<file path="src/rtl/irq_bank_pkg.sv">
package irq_bank_pkg;
  localparam int unsigned REG_W      = 32;
  localparam int unsigned SRC_N      = 4;
  localparam int unsigned GLOBAL_BIT = 31;
  localparam logic [REG_W-1:0] EN_WRITABLE = 32'h8000_003F;
  localparam logic [REG_W-1:0] EN_RESET    = 32'h0000_0010;

  typedef enum logic [1:0] {
    SEL_ENABLE = 2'd0,
    SEL_VECTOR = 2'd1,
    SEL_STATUS = 2'd2,
    SEL_NONE   = 2'd3
  } reg_sel_e;

  typedef enum logic [1:0] {
    SZ_BYTE  = 2'd0,
    SZ_HALF  = 2'd1,
    SZ_WORD  = 2'd2,
    SZ_WORD2 = 2'd3
  } acc_size_e;
endpackage

</file>
<file path="src/rtl/irq_lane_mask.sv">
module irq_lane_mask
  import irq_bank_pkg::*;
(
  input  logic [1:0]       size,
  input  logic [1:0]       offset,
  input  logic [REG_W-1:0] wdata,
  output logic [REG_W-1:0] lane_mask,
  output logic [REG_W-1:0] lane_data
);
  logic [REG_W-1:0] base;
  logic [4:0]       shamt;

  always_comb begin
    unique case (size)
      SZ_BYTE: base = 32'h0000_00FF;
      SZ_HALF: base = 32'h0000_FFFF;
      default: base = 32'hFFFF_FFFF;
    endcase
    shamt     = {offset, 3'b000};
    lane_mask = base << shamt;
    lane_data = (wdata & base) << shamt;
  end
endmodule

</file>
<file path="src/rtl/irq_loc_bank.sv">
module irq_loc_bank
  import irq_bank_pkg::*;
(
  input  logic             clk,
  input  logic             rst_n,
  input  logic             en_wr,
  input  logic             st_wr,
  input  logic [REG_W-1:0] wdata,
  input  logic [REG_W-1:0] wmask,
  input  logic [SRC_N-1:0] evt_src,
  output logic [REG_W-1:0] en_q,
  output logic [SRC_N-1:0] st_q,
  output logic             raise,
  output logic             lower
);
  logic [REG_W-1:0] en_d;
  logic [SRC_N-1:0] st_d, clr, hit;
  logic             st_ce;

  always_comb begin
    hit   = evt_src & en_q[SRC_N-1:0] & {SRC_N{en_q[GLOBAL_BIT]}};
    clr   = st_wr ? wdata[SRC_N-1:0] : '0;
    st_d  = (st_q & ~clr) | hit;
    en_d  = (en_q & ~wmask) | (wdata & EN_WRITABLE);
    raise = |hit;
    lower = (|clr) && (st_d == '0);
    st_ce = raise || (|clr);
  end

  always_ff @(posedge clk or negedge rst_n) begin
    if (!rst_n) begin
      en_q <= EN_RESET;
      st_q <= '0;
    end else begin
      if (en_wr) en_q <= en_d;
      if (st_ce) st_q <= st_d;
    end
  end

  AST_GATED_SET: assert property (@(posedge clk) disable iff (!rst_n)
    1'b1 |=> ((st_q & ~$past(st_q) & ~$past(hit)) == '0));
  AST_W1C: assert property (@(posedge clk) disable iff (!rst_n)
    st_wr |=> ((st_q & $past(clr) & ~$past(hit)) == '0));
  AST_EN_HOLD: assert property (@(posedge clk) disable iff (!rst_n)
    !en_wr |=> $stable(en_q));
  AST_LANES_KEEP: assert property (@(posedge clk) disable iff (!rst_n)
    en_wr |=> ((en_q & ~$past(wmask)) == ($past(en_q) & ~$past(wmask))));
endmodule

</file>
<file path="src/rtl/irq_bank_unit.sv">
module irq_bank_unit
  import irq_bank_pkg::*;
#(
  parameter int unsigned NUM_LOC   = 5,
  parameter int unsigned EVT_PORTS = 2,
  parameter int unsigned IRQ_VEC   = 5,
  localparam int unsigned LOC_W    = $clog2(NUM_LOC + 1)
) (
  input  logic                       clk,
  input  logic                       rst_n,
  input  logic [LOC_W-1:0]           active_loc,
  input  logic [EVT_PORTS-1:0]       evt_valid,
  input  logic [EVT_PORTS*LOC_W-1:0] evt_loc,
  input  logic [EVT_PORTS*SRC_N-1:0] evt_src,
  input  logic                       acc_valid,
  input  logic                       acc_write,
  input  logic [LOC_W-1:0]           acc_loc,
  input  logic [1:0]                 acc_sel,
  input  logic [1:0]                 acc_off,
  input  logic [1:0]                 acc_size,
  input  logic [REG_W-1:0]           acc_wdata,
  output logic [REG_W-1:0]           rd_data,
  output logic                       irq
);
  logic [1:0]       rst_pipe;
  logic             rst_q;
  logic [REG_W-1:0] lane_mask, lane_data;
  logic             wr_ok;
  logic [NUM_LOC-1:0] en_wr_v, st_wr_v, raise_v, lower_v;
  logic [SRC_N-1:0] evt_for [NUM_LOC];
  logic [REG_W-1:0] en_q_a  [NUM_LOC];
  logic [SRC_N-1:0] st_q_a  [NUM_LOC];
  logic [REG_W-1:0] rd_word;
  logic             irq_d, irq_ce;

  always_ff @(posedge clk or negedge rst_n) begin
    if (!rst_n) rst_pipe <= 2'b00;
    else        rst_pipe <= {rst_pipe[0], 1'b1};
  end
  assign rst_q = rst_pipe[1];

  irq_lane_mask u_lanes (
    .size      (acc_size),
    .offset    (acc_off),
    .wdata     (acc_wdata),
    .lane_mask (lane_mask),
    .lane_data (lane_data)
  );

  assign wr_ok = acc_valid && acc_write && (acc_loc == active_loc)
                 && (active_loc < LOC_W'(NUM_LOC));

  for (genvar i = 0; i < NUM_LOC; i++) begin : g_loc
    always_comb begin
      evt_for[i] = '0;
      for (int p = 0; p < EVT_PORTS; p++) begin
        if (evt_valid[p] && (evt_loc[p*LOC_W +: LOC_W] == LOC_W'(i)))
          evt_for[i] = evt_for[i] | evt_src[p*SRC_N +: SRC_N];
      end
      en_wr_v[i] = wr_ok && (acc_loc == LOC_W'(i)) && (acc_sel == SEL_ENABLE);
      st_wr_v[i] = wr_ok && (acc_loc == LOC_W'(i)) && (acc_sel == SEL_STATUS);
    end

    irq_loc_bank u_bank (
      .clk     (clk),
      .rst_n   (rst_q),
      .en_wr   (en_wr_v[i]),
      .st_wr   (st_wr_v[i]),
      .wdata   (lane_data),
      .wmask   (lane_mask),
      .evt_src (evt_for[i]),
      .en_q    (en_q_a[i]),
      .st_q    (st_q_a[i]),
      .raise   (raise_v[i]),
      .lower   (lower_v[i])
    );
  end

  always_comb begin
    rd_word = '0;
    for (int i = 0; i < NUM_LOC; i++) begin
      if (acc_loc == LOC_W'(i)) begin
        unique case (acc_sel)
          SEL_ENABLE: rd_word = en_q_a[i];
          SEL_VECTOR: rd_word = REG_W'(IRQ_VEC);
          SEL_STATUS: rd_word = {{(REG_W-SRC_N){1'b0}}, st_q_a[i]};
          default:    rd_word = '0;
        endcase
      end
    end
    rd_data = (acc_valid && !acc_write) ? (rd_word >> {acc_off, 3'b000}) : '0;
  end

  always_comb begin
    irq_ce = (|raise_v) || (|lower_v);
    irq_d  = |raise_v;
  end

  always_ff @(posedge clk or negedge rst_q) begin
    if (!rst_q)      irq <= 1'b0;
    else if (irq_ce) irq <= irq_d;
  end

  initial AST_VEC_RANGE: assert (IRQ_VEC <= 15);

  AST_LINE_RISES: assert property (@(posedge clk) disable iff (!rst_q)
    (|raise_v) |=> irq);
  AST_DROP_NEEDS_CLEAR: assert property (@(posedge clk) disable iff (!rst_q)
    $fell(irq) |-> $past(wr_ok && (acc_sel == SEL_STATUS)));
  AST_STRAY_WRITE_IGNORED: assert property (@(posedge clk) disable iff (!rst_q)
    (acc_valid && acc_write && (acc_loc != active_loc)) |-> (en_wr_v == '0 && st_wr_v == '0));
endmodule

</file>
<file path="config.mk">
export PLATFORM = sky130hd
export DESIGN_NAME = irq_bank_unit
export DESIGN_NICKNAME = d
export VERILOG_FILES = /design/src/rtl/irq_bank_pkg.sv /design/src/rtl/irq_lane_mask.sv /design/src/rtl/irq_loc_bank.sv /design/src/rtl/irq_bank_unit.sv
export SDC_FILE = /design/constraint.sdc
export NUM_CORES = 1
export LEC_CHECK = 0
export BUFFER_PORTS_ARGS = -buffer_cell sky130_fd_sc_hd__buf_4
export CORE_MARGIN = 1.5
export CORE_UTILIZATION = 40
export CTS_BUF_LIST = sky130_fd_sc_hd__clkbuf_2 sky130_fd_sc_hd__clkbuf_4 sky130_fd_sc_hd__clkbuf_8
export DETAILED_ROUTE_END_ITERATION = 10
export PLACE_DENSITY_LB_ADDON = 0.05
export SYNTH_ARGS = -nofsm -noshare
export SYNTH_HDL_FRONTEND = slang
export SYNTH_SLANG_ARGS = --single-unit
</file>
<file path="constraint.sdc">
create_clock -name clk -period 5.55 [get_ports clk]
set_input_delay 0.2775 -clock clk [delete_from_list [all_inputs] [get_ports clk]]
set_output_delay 0.2775 -clock clk [all_outputs]
set_load 0.02 [all_outputs]
</file>
# Yosys cells after proc, flatten, opt, wreduce, memory -nomap -nowiden
# Cells that the tools add are included.
# classes
magnitude_cmp	1
eq_ne	16
shift	3
muxes	27
bitwise	42
n_reduce_logical	63
# ops
op	count
$pmux W32 S3	5
$and A32 B32 Y32	6
$mux W32	6
$or A32 B32 Y32	5
$pmux W32 S2	1
$shl A32 B5 Y32	2
$and A4 B4 Y4	15
$mux W4	15
$or A4 B4 Y4	10
$reduce_or A4 Y1	10
$logic_and A1 B1 Y1	34
$not A32 Y32	1
$shr A32 B5 Y32	1
$logic_not A4 Y1	5
$not A4 Y4	5
$reduce_or A20 Y1	1
$eq A3 B2 Y1 const B	6
$eq A3 B1 Y1 const B	3
$eq A3 B3 Y1 const B	3
$logic_not A3 Y1	3
$logic_or A1 B1 Y1	6
$reduce_or A5 Y1	1
$eq A2 B1 Y1 const B	2
$logic_not A2 Y1	2
4 further kinds	4
# totals
regBits	183
elab_cells	164

# Depth between registers and ports, before layout
# Gate-level depths: netlist of the first run.
# depth
word_depth	13
depth_mapped	8

# Cells and area by module
# Synthesis of the first run repeated with hierarchy kept, for this count alone.
# unflattened
cells_unflattened	929
area_unflattened_um2	10027.1
# by_module_without_submodules
mod	instances	cells_each	area_per_inst_um2	seq_area_each_um2
irq_loc_bank	5	94	1306.3	902.1
irq_bank_unit	1	346	2661.3	75.1
irq_lane_mask	1	113	834.6	0.0

# Least setup slack after synthesis of the first run
# No wires, ideal clock.
# synth_timing
path_kind	input port to output port
from	input acc_loc[2]
to	output rd_data[2]
arrival_ns	2.050
slack_ns	3.223
cell_stages	7
n_path_buf	2
path_cell_list	buf_2 -> nor3b_1 -> clkbuf_1 -> a22oi_1 -> nor2_1 -> mux2i_1 -> a211oi_1
# synth_via
elab_chain_len	8
elab_cells_between_ends	12
cone_classes	eq/ne: 4; shift: 1; mux: 6; reduce/logical: 1
# synth_lines
item	line_no	source
start, declared	irq_bank_unit.sv:17	input logic [LOC_W-1:0] acc_loc,
$logic_not A3 Y1	irq_bank_unit.sv:82	if (acc_loc == LOC_W'(i)) begin
$mux W32 (4 in series)	irq_bank_unit.sv:82	
$mux W32 *	irq_bank_unit.sv:82	
$shr A32 B5 Y32 *	irq_bank_unit.sv:91	rd_data = (acc_valid && !acc_write) ? (rd_word >> {acc_off, 3'b000}) : '0;
$mux W32 *	irq_bank_unit.sv:91	
end, declared	irq_bank_unit.sv:22	output logic [REG_W-1:0] rd_data,
# Mark *: on every way between the ends. The rest lies on a longest branch, timed or not.

# Worst setup path after layout of the first run
# layout_timing
from	input acc_sel[1]
to	output rd_data[0]
# layout_via
elab_chain_len	9
elab_cells_between_ends	15
cone_classes	eq/ne: 2; shift: 1; mux: 11; reduce/logical: 1
# layout_lines
item	line_no	source
start, declared	irq_bank_unit.sv:18	input logic [1:0] acc_sel,
$eq A2 B2 Y1 (tied with other cells)	irq_bank_unit.sv:83	unique case (acc_sel)
$pmux W32 S3	irq_bank_unit.sv:83	
$mux W32 (4 in series)	irq_bank_unit.sv:82	
$mux W32 *	irq_bank_unit.sv:82	
$shr A32 B5 Y32 *	irq_bank_unit.sv:91	
$mux W32 *	irq_bank_unit.sv:91	
# Marked as above.

==> metrics.csv, run 1 <==
stage,metric,value,unit
timing,tns,0,ns
timing,post-route-min-period,3.30,ns
detailed_routing,wl_per_cell,22.9,µm
grt,grt-ovfl-total,0,
cells_and_area,area.growth.synth_to_final,13.5,%
timing,slew_headroom,0.119,
logic_synthesis,synth_edf_count,0,
clocking,cts.sinks,183,
detailed_routing,drt-initial-drc-count,592,
setup_path,r2r_start,g_loc[0].u_bank.en_q[31],
setup_path,rr_worst_depth,6,
logic_synthesis,synth_seq_area_share,0.509,
clocking,h-tree-depth,4,
logic_synthesis,avgSynthCellArea,10.7,µm²
pwr,ir_drop,162,µV
min_path,hold_class,in2reg,
setup_path,r2r_setup_slack,3.67,ns
grt,grt_pass1_wl,42800,µm
floorplan,initial_core_util,0.411,
clocking,ctsResizeCount,0,
setup_path,startpoint_type,primary input,
grt,grt_pass1_vias,7127,
placement,dpl.hpwl,19100,µm
cells_and_area,diodes,0,
clocking,cts_tree,built,
floorplan,io_pins,97,
clocking,clk_pin_slew,0.11,ns
clocking,cts_buffer_depth,2,
setup_path,cp-end-kind,primary output,
detailed_routing,via_count,7026,
floorplan,die_h,153,µm
logic_synthesis,syn-cell-area,9020,µm²
detailed_routing,drc,5,
logic_synthesis,synthFlopType,dfrtp_1,
status,failed_checks,design-rule violations,
logic_synthesis,async_flop_share,1.00,
floorplan,die_w,153,µm
clocking,postCtsHoldBufs,1,
cells_and_area,drive_above_1_share,0.196,
setup_path,reg2reg_to,irq,
timing,hold-worst-slack,0.0802,ns
grt,grt_max_degree,71,
logic_synthesis,ys_warn_count,0,
detailed_routing,via_per_inst,5.91,
placement,io_buffers,74,
setup_path,critPathCapture,rd_data[0],
placement,placed_cell_area,9760,µm²
flow_run,maxCapViolCount,0,
clocking,numCtsBuffers,17,
cells_and_area,mostFrequentLayoutCell,dfrtp_1,
pwr,power.leakage,0.00469,µW
logic_synthesis,netlist_instances,844,
logic_synthesis,synth_cell_types,58,
clocking,root_buffer,clkbuf_8,
timing,fin_skew,0.0181,ns
timing,worst_pin_slew,1.30,ns
logic_synthesis,syn_nets,908,
setup_path,path_class,in2out,
timing,rsz0062_at_grt,false,
setup_path,required,5.27,ns
floorplan,die_area,23500,µm²
setup_path,cp.arrival,3.02,ns
timing,finalCritPeriodShare,0.595,
pwr,p_per_area,250,nW/µm²
timing,setup_ws,2.25,ns
placement,dpl_worst_slack,2.03,ns
cells_and_area,layout_common_cells,"dfrtp_1 (177), and2_1 (90), buf_4 (79)",
clocking,cts_setup_buffers,0,
floorplan,core,22000,µm²
cells_and_area,nNetsFinal,960,
timing,finalHoldViolations,0,
clocking,clk_latency,0.47,ns
setup_path,cp-startpoint,acc_sel[1],
timing,slew_violations,0,
detailed_routing,ant_nets,0,
placement,finalWeightedCongestion,0.937,
cells_and_area,final_area,10200,µm²
timing,setup_viol,0,
detailed_routing,wl,27200,µm
grt,antenna_found_initial,0,
logic_synthesis,ys_ff_latch,183,
cells_and_area,fillerInstances,2045,
status,status,finished with violations,
floorplan,core.rowCount,54,
setup_path,critPathMaxFanout,50,
detailed_routing,first_pass_iters,10,
timing,fmax,303,MHz
grt,grt_usage,0.240,
==> critical path, stage by stage <==
cell      delay (ns)
buf_4           0.24
or2_2           0.84
o22ai_1         0.17
mux4_2          0.52
a211o_1         0.35
a221oi_1        0.27
and2_1          0.20
buf_4           0.15
==> power by group <==
part	internal, µW	total [µW]	leakage [µW]	switching (µW)
Clock	439	1020	0.000228	577
Sequential	1340	1350	0.00248	15.4
Combinational	64.2	193	0.00198	129
Total	1840	2560	0.00469	721
==> metal layers <==
metal / share of wire / vias to the layer above / GRT usage
met1: 0.46 / 3564 / 0.339
met2: 0.48 / 256 / 0.384
met5: 0 / - / 0
met4: 0.019 / 0 / 0.0691
met3: 0.048 / 43 / 0.0371
li1: - / 3163 / -
==> metrics by stage <==
step | cells | utilization | total power (µW)
3_5_place_dp | 1156 | 0.445 | 1570
5_1_grt | 1189 | 0.466 | 2650
2_1_floorplan | 844 | - | 1490
6_report | 1189 | 0.466 | 2560
4_1_cts | 1189 | 0.466 | 2580
3_3_place_gp | 1156 | 0.445 | 1570
==> registers in the layout (all words and copies together), names as in the netlist <==
| register | flops |
|---|---|
| irq | 1 |
| g_loc.u_bank.st_q | 20 |
| rst_pipe | 2 |
| g_loc.u_bank.en_q | 160 |
==> cells in the mapped netlist, drive strengths merged, types with 2 or more instances <==
master,n,area [µm²]
o21ai,32,160
nor4,2,12.5
clkbuf,26,97.6
a22o,7,61.3
nand4b,2,17.5
a222oi,3,30.0
or2,4,25.0
nand3b,2,15.0
nor4b,2,32.5
a2bb2oi,8,70.1
a21oi,21,105
and2,90,563
nand3,42,210
nand4,5,31.3
or3,3,18.8
or4b,2,20.0
a21boi,2,15.0
nand2b,4,25.0
a211oi,8,60.1
mux4,31,698
o221ai,2,17.5
nor3b,3,27.5
nor2b,46,288
a32oi,5,43.8
a21o,9,67.6
inv,20,75.1
dfstp,5,131
o31ai,4,30.0
o22ai,29,181
mux2,16,180
buf,21,106
dfrtp,178,4450
nor2,56,220
nor4bb,3,30.0
o32ai,3,26.3
nand2,63,236
a221oi,8,70.1
mux2i,14,140
a22oi,28,210
nor3,24,120
==> worst min path at each step <==
stage / startpoint / endpoint / depth (start not counted)
after global routing: acc_wdata[5] / g_loc[3].u_bank.en_q[5] / 2
after floorplan: rst_n / rst_pipe[0] / 0
after global placement: rst_n / rst_pipe[0] / 1
after detailed placement: rst_n / rst_pipe[0] / 1
final: acc_wdata[5] / g_loc[3].u_bank.en_q[5] / 2
after CTS: acc_wdata[5] / g_loc[1].u_bank.en_q[5] / 2
==> cell type report <==
class                           count  area, µm²  area share
Sequential cell                   183       4590       0.449
Multi-Input combinational cell    594       4160       0.406
Timing Repair Buffer               80        603      0.0589
Tap cell                          280        350      0.0342
Clock buffer                       17        234      0.0229
Clock inverter                     15        224      0.0219
Inverter                           20       75.1     0.00734
==> cell families (layout without fill, tap and decap cells) <==
family          Yosys count  count (layout)  synth area share
simple gates            358             358             0.215
flops                   183             183             0.509
compound gates          174             174             0.132
buf+inv                  67             132            0.0309
mux                      61              61             0.113
other cells               1               1          0.000416
Power figures use the tool's default switching activity.
==> run 2: changes to the inputs <==
==> constraint.sdc (replaced) <==
create_clock -name clk -period 2.8 [get_ports clk]
set_input_delay 0.14 -clock clk [delete_from_list [all_inputs] [get_ports clk]]
set_output_delay 0.14 -clock clk [all_outputs]
set_load 0.02 [all_outputs]
==> run 2 against run 1 <==
Against the previous run: the run still ends with design-rule violations left; final cell count increased by 3.4%; sequential power up 98%; combinational power increased by 120%; die area unchanged; wire length up 1.2%; clock power grew 94%; non-clock buffer count increased by 40; clock skew rose by 0.0024 ns; sequential share of layout area fell by 1.5 points; utilization up 1.6 points; register-to-register slack got worse by 2.9 ns; flip-flop and latch count stayed put.
==> metrics.csv, run 2 (synthesis results as in run 1) <==
stage,metric,value,unit,change
pwr,ir_drop,229,µV,+42%
cells_and_area,top_regs,"g_loc.u_bank.en_q (160), g_loc.u_bank.st_q (20), rst_pipe (2)",,
clocking,numCtsBuffers,17,,unchanged
setup_path,cp-end-kind,primary output,,
detailed_routing,via_count,7227,,+2.9%
placement,finalWeightedCongestion,0.945,,+0.88%
pwr,p_per_area,480,nW/µm²,+92%
detailed_routing,wl,27600,µm,+1.2%
cells_and_area,stdcell_count,1229,,+3.4%
timing,finalHoldViolations,0,,unchanged
detailed_routing,drt-initial-drc-count,580,,-2.0%
clocking,root_buffer,clkbuf_8,,
grt,grt_pass1_wl,43500,µm,+1.7%
setup_path,cp.arrival,2.55,ns,-0.47 ns
timing,slew_violations,0,,unchanged
grt,grt_max_degree,102,,+44%
setup_path,required,2.66,ns,-2.61 ns
setup_path,path_class,reg2out,,
pwr,power.leakage,0.00489,µW,+4.3%
placement,io_buffers,74,,unchanged
detailed_routing,first_pass_iters,9,,-1
pwr,finalPower,5080,µW,+98%
grt,grt-ovfl-total,0,,unchanged
floorplan,die_w,153,µm,unchanged
clocking,cts_buffer_depth,2,,unchanged
detailed_routing,drc,5,,unchanged
grt,grt_pass1_vias,7389,,+3.7%
floorplan,io_pins,97,,unchanged
cells_and_area,mostFrequentLayoutCell,dfrtp_1,,
cells_and_area,layout_common_cells,"dfrtp_1 (177), buf_4 (111), and2_1 (90)",,
timing,rsz0062_at_grt,false,,
clocking,clk_pin_slew,0.11,ns,about the same
detailed_routing,via_per_inst,5.88,,-0.49%
setup_path,startpoint_type,flip-flop,,
placement,dpl.hpwl,19800,µm,+3.4%
status,status,finished with violations,,
timing,worst_pin_slew,0.787,ns,-0.518 ns
timing,setup_viol,0,,unchanged
min_path,hold_class,in2reg,,
floorplan,initial_core_util,0.411,,unchanged
floorplan,die_h,153,µm,unchanged
cells_and_area,largest_register,g_loc.u_bank.en_q,,
cells_and_area,largest_reg_flops,160,,unchanged
floorplan,die_area,23500,µm²,unchanged
cells_and_area,diodes,0,,unchanged
cells_and_area,fin_util,0.482,,+0.0160
grt,grt_usage,0.244,,+0.00375
placement,placedCellCount,1191,,+3.0%
setup_path,critPathMaxFanout,4,,-92%
detailed_routing,ant_nets,0,,unchanged
timing,fin_skew,0.0205,ns,+0.00240 ns
floorplan,core.rowCount,54,,unchanged
clocking,h-tree-depth,4,,unchanged
clocking,cts_tree,built,,
timing,slew_headroom,0.468,,+0.350
status,failed_checks,design-rule violations,,
clocking,clk_latency,0.49,ns,+0.02 ns
cells_and_area,fillerInstances,2022,,-1.1%
placement,placed_cell_area,10100,µm²,+3.1%
detailed_routing,wl_per_cell,22.4,µm,-2.1%
floorplan,core,22000,µm²,unchanged
cells_and_area,nNetsFinal,1000,,+4.2%
timing,fmax,372,MHz,
timing,tns,0,ns,unchanged
timing,finalCritPeriodShare,0.960,,
cells_and_area,drive_above_1_share,0.226,,+0.0297
cells_and_area,area.growth.synth_to_final,17.4,%,
grt,antenna_found_initial,0,,unchanged
flow_run,maxCapViolCount,0,,unchanged
cells_and_area,final_area,10600,µm²,+3.4%
timing,post-route-min-period,2.69,ns,
clocking,cts.sinks,183,,unchanged
## run 2: path summary, 6_finish.rpt
| kind | from | end | slack [ns] | depth (start not counted) |
|---|---|---|---|---|
| max | g_loc[2].u_bank.en_q[0] | rd_data[0] | 0.11 | 6 |
| min | acc_wdata[0] | g_loc[1].u_bank.en_q[0] | 0.02 | 2 |
| max reg2reg | g_loc[0].u_bank.en_q[31] | irq | 0.81 | 6 |
| min reg2reg | rst_pipe[1] | g_loc[2].u_bank.en_q[7] | 0.11 | 0 |
| max in group asynchronous | rst_pipe[1] | g_loc[3].u_bank.en_q[28] | 1.92 | 1 |
| min in group asynchronous | rst_pipe[1] | g_loc[2].u_bank.en_q[7] | 0.11 | 0 |
## run 2: worst max-delay path, stage by stage (launching register included)
cell and delay, ns:
dfrtp_1 0.49, o22ai_1 0.12, mux4_2 0.50, a211o_1 0.34
a221oi_1 0.23, and2_1 0.21, buf_4 0.16
## run 2: stage by stage
step / worst slack (ns) / hold WS, ns
final: 0.112 / 0.0167
after CTS: 0.0998 / 0.00224
after floorplan: 0.748 / -0.156
after detailed placement: 0.212 / -0.0739
after global placement: 0.242 / -0.0769
after global routing: 0.00240 / 0.00690
## run 2: layout make-up
| cell class | count | area [µm²] | area share |
|---|---|---|---|
| multi-input combinational | 594 | 4160 | 0.393 |
| inverter | 20 | 75.1 | 0.00709 |
| sequential | 183 | 4590 | 0.434 |
| tap | 280 | 350 | 0.0331 |
| timing repair buffer | 120 | 953 | 0.0901 |
| clock buffer | 17 | 234 | 0.0221 |
| clock inverter | 15 | 220 | 0.0208 |
## run 2: per-layer routing
metal	track usage	up-vias	wire length [µm]
li1	-	3239	-
met1	0.337	3690	12400
met2	0.387	257	12900
met3	0.0366	41	1430
met4	0.0990	0	877
met5	0	-	0
## run 2: what timing repair did
item                                    in CTS  in global routing
resized for setup                            0                  1
endpoints found under the setup margin       0                  1
buffers inserted                             0                  0
endpoints found under the hold margin       18                  0
hold buffers                                 6                  0
## run 2: power by group
group          switching (µW)  internal, µW  total (µW)
Clock                    1190           790        1980
Sequential               13.0          2650        2670
Combinational             277           150         428
